<file path="config.mk">
export PLATFORM = sky130hd
export DESIGN_NAME = dr_wave_adder
export DESIGN_NICKNAME = d
export VERILOG_FILES = /design/src/rtl/dr_pkg.sv /design/src/rtl/dr_encoder.sv /design/src/rtl/dr_adder_net.sv /design/src/rtl/dr_capture.sv /design/src/rtl/dr_monitor.sv /design/src/rtl/dr_wave_adder.sv
export SDC_FILE = /design/constraint.sdc
export NUM_CORES = 1
export LEC_CHECK = 0
export BUFFER_PORTS_ARGS = -buffer_cell sky130_fd_sc_hd__clkbuf_2
export CAP_MARGIN = 10
export CELL_PAD_IN_SITES_DETAIL_PLACEMENT = 2
export CELL_PAD_IN_SITES_GLOBAL_PLACEMENT = 2
export CORE_MARGIN = 2
export CORE_UTILIZATION = 38
export DETAILED_ROUTE_END_ITERATION = 10
export PLACE_DENSITY = 0.87
export SLEW_MARGIN = 5
export SYNTH_ARGS = -nofsm -noshare
export SYNTH_HDL_FRONTEND = slang
export SYNTH_HIERARCHICAL = 1
export SYNTH_SLANG_ARGS = --single-unit
</file>
<file path="constraint.sdc">
create_clock -name clk -period 10.52 [get_ports clk]
set_input_delay 1.052 -clock clk [delete_from_list [all_inputs] [get_ports clk]]
set_output_delay 1.052 -clock clk [all_outputs]
set_load 0.1 [all_outputs]
</file>
<file path="src/rtl/dr_pkg.sv">
package dr_pkg;

    typedef struct packed {
        logic t;
        logic f;
    } rail_t;

    typedef enum logic {
        PH_PRE  = 1'b0,
        PH_EVAL = 1'b1
    } phase_e;

    function automatic rail_t dr_and(rail_t x, rail_t y);
        rail_t r;
        r.t = x.t & y.t;
        r.f = x.f | y.f;
        return r;
    endfunction

    function automatic rail_t dr_or(rail_t x, rail_t y);
        rail_t r;
        r.t = x.t | y.t;
        r.f = x.f & y.f;
        return r;
    endfunction

    // both rails are monotonic sum-of-products terms
    function automatic rail_t dr_xor(rail_t x, rail_t y);
        rail_t r;
        r.t = (x.t & y.f) | (x.f & y.t);
        r.f = (x.t & y.t) | (x.f & y.f);
        return r;
    endfunction

endpackage

</file>
<file path="src/rtl/dr_encoder.sv">
module dr_encoder
    import dr_pkg::*;
#(
    parameter int W = 9
) (
    input  logic [W-1:0]  val,
    input  logic          pre,
    output rail_t [W-1:0] dr
);
    for (genvar i = 0; i < W; i++) begin : g_bit
        assign dr[i].t =  val[i] & ~pre;
        assign dr[i].f = ~val[i] & ~pre;
    end
endmodule

</file>
<file path="src/rtl/dr_adder_net.sv">
module dr_adder_net
    import dr_pkg::*;
#(
    parameter int W = 4
) (
    input  rail_t [W-1:0] a,
    input  rail_t [W-1:0] b,
    input  rail_t         cin,
    output rail_t [W:0]   res
);
    rail_t [W:0]   cy;
    rail_t [W-1:0] sm;
    rail_t [W-1:0] pr;

    assign cy[0] = cin;

    for (genvar i = 0; i < W; i++) begin : g_slice
        assign pr[i]   = dr_xor(a[i], b[i]);
        assign sm[i]   = dr_xor(pr[i], cy[i]);
        assign cy[i+1] = dr_or(dr_and(a[i], b[i]), dr_and(pr[i], cy[i]));
    end

    assign res = {cy[W], sm};
endmodule

</file>
<file path="src/rtl/dr_capture.sv">
module dr_capture
    import dr_pkg::*;
#(
    parameter int N = 5
) (
    input  logic          clk,
    input  logic          rst,
    input  logic          load,
    input  rail_t [N-1:0] d,
    output logic  [N-1:0] q
);
    rail_t [N-1:0] cap;
    logic  [N-1:0] cap_t;
    logic  [N-1:0] cap_f;

    always_ff @(posedge clk) begin
        if (rst) begin
            cap <= '0;
        end else if (load) begin
            cap <= d;
        end
    end

    for (genvar i = 0; i < N; i++) begin : g_dec
        assign cap_t[i] = cap[i].t;
        assign cap_f[i] = cap[i].f;
    end

    assign q = cap_t;

    AST_HOLD_WHEN_IDLE: assert property (@(posedge clk) disable iff (rst)
        !load |=> $stable(q));
    AST_CAPTURED_VALID: assert property (@(posedge clk) disable iff (rst)
        load |=> &(cap_t ^ cap_f));
endmodule

</file>
<file path="src/rtl/dr_monitor.sv">
module dr_monitor
    import dr_pkg::*;
#(
    parameter int N  = 5,
    parameter int CW = 4
) (
    input  logic          clk,
    input  logic          rst,
    input  logic          eval,
    input  rail_t [N-1:0] d,
    output logic          err,
    output logic [CW-1:0] rise,
    output logic [CW-1:0] fall
);
    logic [N-1:0]   tv;
    logic [N-1:0]   fv;
    logic [2*N-1:0] cur;
    logic [2*N-1:0] prev;
    logic           viol;

    for (genvar i = 0; i < N; i++) begin : g_split
        assign tv[i] = d[i].t;
        assign fv[i] = d[i].f;
    end

    assign cur  = {tv, fv};
    assign viol = eval ? ((|(tv & fv)) | (|(~tv & ~fv))) : (|cur);

    always_ff @(posedge clk) begin
        if (rst) begin
            err  <= 1'b0;
            prev <= '0;
        end else begin
            err  <= viol;
            prev <= cur;
        end
    end

    assign rise = CW'($countones(cur & ~prev));
    assign fall = CW'($countones(prev & ~cur));

    AST_EVAL_ONE_RAIL: assert property (@(posedge clk) disable iff (rst)
        eval |-> &(tv ^ fv));
    AST_PRE_ALL_LOW: assert property (@(posedge clk) disable iff (rst)
        !eval |-> (cur == '0));
    AST_EVAL_RISE_N: assert property (@(posedge clk) disable iff (rst)
        eval |-> (rise == CW'(N) && fall == '0));
    AST_NO_CODE_ERR: assert property (@(posedge clk) disable iff (rst)
        !err);
endmodule

</file>
<file path="src/rtl/dr_wave_adder.sv">
module dr_wave_adder
    import dr_pkg::*;
#(
    parameter  int W  = 4,
    localparam int N  = W + 1,
    localparam int CW = $clog2(2 * N + 1)
) (
    input  logic          clk,
    input  logic          rst,
    input  logic [W-1:0]  a_in,
    input  logic [W-1:0]  b_in,
    input  logic          c_in,
    output logic          eval_phase,
    output logic [W-1:0]  sum_out,
    output logic          carry_out,
    output logic          code_err,
    output logic [CW-1:0] rise_cnt,
    output logic [CW-1:0] fall_cnt
);
    localparam int IW = 2 * W + 1;

    phase_e         ph;
    logic [IW-1:0]  opnd_q;
    rail_t [IW-1:0] opnd_dr;
    rail_t [N-1:0]  res_dr;
    logic  [N-1:0]  res_q;

    always_ff @(posedge clk) begin
        if (rst) begin
            ph     <= PH_PRE;
            opnd_q <= '0;
        end else begin
            ph <= (ph == PH_PRE) ? PH_EVAL : PH_PRE;
            if (ph == PH_PRE) begin
                opnd_q <= {c_in, b_in, a_in};
            end
        end
    end

    dr_encoder #(.W(IW)) u_enc (
        .val (opnd_q),
        .pre (ph == PH_PRE),
        .dr  (opnd_dr)
    );

    dr_adder_net #(.W(W)) u_net (
        .a   (opnd_dr[W-1:0]),
        .b   (opnd_dr[2*W-1:W]),
        .cin (opnd_dr[2*W]),
        .res (res_dr)
    );

    dr_capture #(.N(N)) u_cap (
        .clk  (clk),
        .rst  (rst),
        .load (ph == PH_EVAL),
        .d    (res_dr),
        .q    (res_q)
    );

    dr_monitor #(.N(N), .CW(CW)) u_mon (
        .clk  (clk),
        .rst  (rst),
        .eval (ph == PH_EVAL),
        .d    (res_dr),
        .err  (code_err),
        .rise (rise_cnt),
        .fall (fall_cnt)
    );

    assign eval_phase = (ph == PH_EVAL);
    assign sum_out    = res_q[W-1:0];
    assign carry_out  = res_q[W];

    AST_PHASE_FLIP: assert property (@(posedge clk) disable iff (rst)
        1'b1 |=> (ph != $past(ph)));
    AST_OPND_HELD_IN_EVAL: assert property (@(posedge clk) disable iff (rst)
        (ph == PH_EVAL) |=> $stable(opnd_q));
endmodule

</file>
==> results.md <==
- Outcome: finished, final reports clean
- Commonest cells post-synth: 28 x nor2b_1, 27 x nor2_1, 26 x dfxtp_1
- Yosys reg bits: 26
- Vias in the first global route: 1651
- DRC: 0
- CTS tree: yes
- Setup violators final: 0
- Post-Route Utilization: 44.42%
- GPL Wtd Cong: 0.7940
- Worst setup SP type: flop
- Slew @ Worst Pin: 0.6942 ns
- Flop pwr share: 43.9%
- Psw: 69.97 uW
- Synth cell types: 35
- Leakage: 0.0009819 uW
- Wl on met1: 1771 um
- Slew HR: 53.72%
- 1st-iter DRT viols: 32
- Clock transition at the registers of the reported paths: 0.09 ns
- Clk_lat worst skew: 0.28 ns
- Vias: 1469
- WL per Instance: 15.47 um
- Fin crit period: 6.475 ns
- Number of max-cap violations: 0
- CTS resizes: 0
- Die ar.: 5441 um2
- Share of post-route cells with drive strength above 1: 17.03%
- Post-Syn Nets: 231
- Site Rows: 25
- Int Power: 167.1 uW
- Nets: 257
- Routed WL: 4579 um
- Clk root buf: clkbuf_8
- Pwr per Cell Area: 113.0 nW/um2
- Post-synth EDFFs: 0
- Fin crit share: 61.55%
- Skew final: 0.005111 ns
- Gr usage total: 19.09%
- First-pass DRT Iterations: 4
- Synth area leaders: dfxtp_1 28%, fa_1 13%, nor2b_1 9.5%, mux2i_1 7.6%, nor2_1 5.5%
- Synthesized cell area: 1849 um2
- WL met2: 2675 um
- Highest Signal Layer: met4
- Initial Utilization: 39.15%
- Hold WC Path Type: flop to flop
- Core area: 4723 um2
- Antenna Nets Post-Route: 0
- Die Span Y: 73.76 um
- Synthesized area per cell: 9.065 um2
- Avg Vias per Cell: 4.963
- Worst-case clock buffer depth: 2
- Gr ovfl total: 0
- Crit. End Element: output port
- Hold_buf cts: 0
- Initial antenna violation count: 0
- FMAX: 0.1544 GHz
- Postcts setup bufs: 0
- Sw Share: 29.51%
- Ys flop type: dfxtp_1
- Count leader, synth: nor2b_1
- Endpoint required time on the critical path: 9.47 ns
- Setup TNS: 0 ns
- Clock power share: 35.6%
- Slew Limit Fails: 0
- First-pass GRT wire length: 7893 um
- N_diodes: 0
- H-tree Lvls: 1
- Async SR Flop Fraction: 0%
- RSZ-0062 raised after global routing: no
- Largest net degree at the start of global routing: 27
- Worst vdd ir: 0.00005164 V
- Comb power frac: 20.5%
- Crit path kind: flop to output port
- Post-synth top area cell: dfxtp_1
- I/O pin count: 26
- Dpl hpwl: 3528 um
- Sequential element share of the synthesized area: 28.15%
- Max FO, Critical Path: 18
- Die width: 73.76 um
- Metal3 WL: 88 um
- I/O Buffers: 25
- Synth-to-Final Area Change: 13.46%
- Final hold vios: 0
- Crit path DAT: 5.42 ns
- Yosys top cell area share: 28.15%
- Clock buffer count from CTS: 3
- CTS Sinks: 26
- Post-synthesis cell count: 204
- Ys Warns: 6
[worst max-delay path: stages (launching register included)]
cell and delay, ns:
dfxtp_1 0.34, inv_1 0.21, and2b_1 0.40, a21oi_2 0.09, maj3_4 0.37, a21oi_1 0.23, a22o_1 0.19, a22o_1 0.26
nor2b_1 0.10, fa_1 0.50, inv_1 0.05, fa_1 0.47, inv_1 0.05, fa_1 0.55, ha_1 0.19, inv_1 0.06
fa_1 0.37, xor2_1 0.19, clkbuf_2 0.49
[cells by family after synthesis]
| group | after synthesis | synth area share (%) |
|---|---|---|
| and+or+nand+nor | 81 | 23.82 |
| xor gates and xnor gates | 7 | 3.315 |
| DFF | 26 | 28.15 |
| buffers and inverters | 28 | 6.765 |
| muxes | 14 | 7.578 |
| adders and majority gates | 19 | 17.66 |
| AOI/OAI and AO/OA | 29 | 12.72 |
[flip-flops by register name, indices dropped and copies added, names as in the netlist]
signal / count
eval_phase: 1
opnd_q: 9
u_cap/q: 5
u_mon/err: 1
u_mon/prev: 10
[path summary, 6_finish.rpt]
path / slack (ns) / endpoint / cells past startpoint / start
worst max register to register: 7.65 / u_mon/err / 10 / eval_phase
worst max-delay path: 4.05 / fall_cnt[2] / 18 / eval_phase
worst min-delay path: 0.51 / u_cap/q[1] / 2 / u_cap/q[1]
worst min register to register: 0.51 / u_cap/q[1] / 2 / u_cap/q[1]
[routing by layer]
metal | track usage [%] | vias to the layer above
li1 | - | 725
met1 | 20.61 | 719
met2 | 38.49 | 21
met3 | 2.058 | 4
met4 | 4.848 | 0
met5 | 0 | -
[power by group through the flow]
stage	clock (uW)	sequential [uW]	combinational, uW
6_report	84.5	104	48.6
5_1_grt	91.3	105	52.9
4_1_cts	88.6	104	49.2
3_5_place_dp	0	106	48.5
3_3_place_gp	0	106	46.7
2_1_floorplan	0	111	34.9
[cell type report]
| class | instances | area, um2 |
|---|---|---|
| flip-flops and latches | 26 | 520.5 |
| clock buffers | 3 | 41.29 |
| well taps | 67 | 83.83 |
| inverters | 23 | 86.33 |
| clock inverters | 1 | 30.03 |
| fillers | 538 | 2625 |
| repair buffers | 26 | 132.6 |
| multi-input cells | 150 | 1204 |
[per-stage QoR]
step	cells	instance area (um2)	setup WS [ns]	power, uW	hold WS [ns]
2_1_floorplan	204	1849	2.967	146.2	0.4789
3_3_place_gp	292	2027	4.567	152.8	0.4815
3_5_place_dp	292	2027	4.323	154.9	0.4847
4_1_cts	296	2098	3.978	242.0	0.5094
5_1_grt	296	2098	3.680	248.8	0.5637
6_report	296	2098	4.045	237.1	0.5053
[layout by cell type (no fill, tap or decap)]
master	instances
nor2_1	27
a22o_2	2
dfxtp_1	26
ha_1	4
a21oi_2	1
o22ai_1	2
a32oi_2	1
a31o_1	1
o211ai_1	5
mux2i_1	14
a22o_1	6
buf_4	1
and2_1	4
nor2b_1	28
inv_1	23
and2b_1	9
o2111ai_2	1
nor3_1	1
xnor2_1	4
fa_1	12
nor4_1	2
maj3_2	2
clkbuf_2	25
maj3_4	1
o21ai_1	1
bufinv_16	1
xor2_1	3
nand2_1	6
a21o_1	2
a22oi_1	3
a31oi_1	1
a21oi_1	3
nor4_2	1
clkbuf_8	3
nand2b_1	3
(Power assumes the default switching activity.)
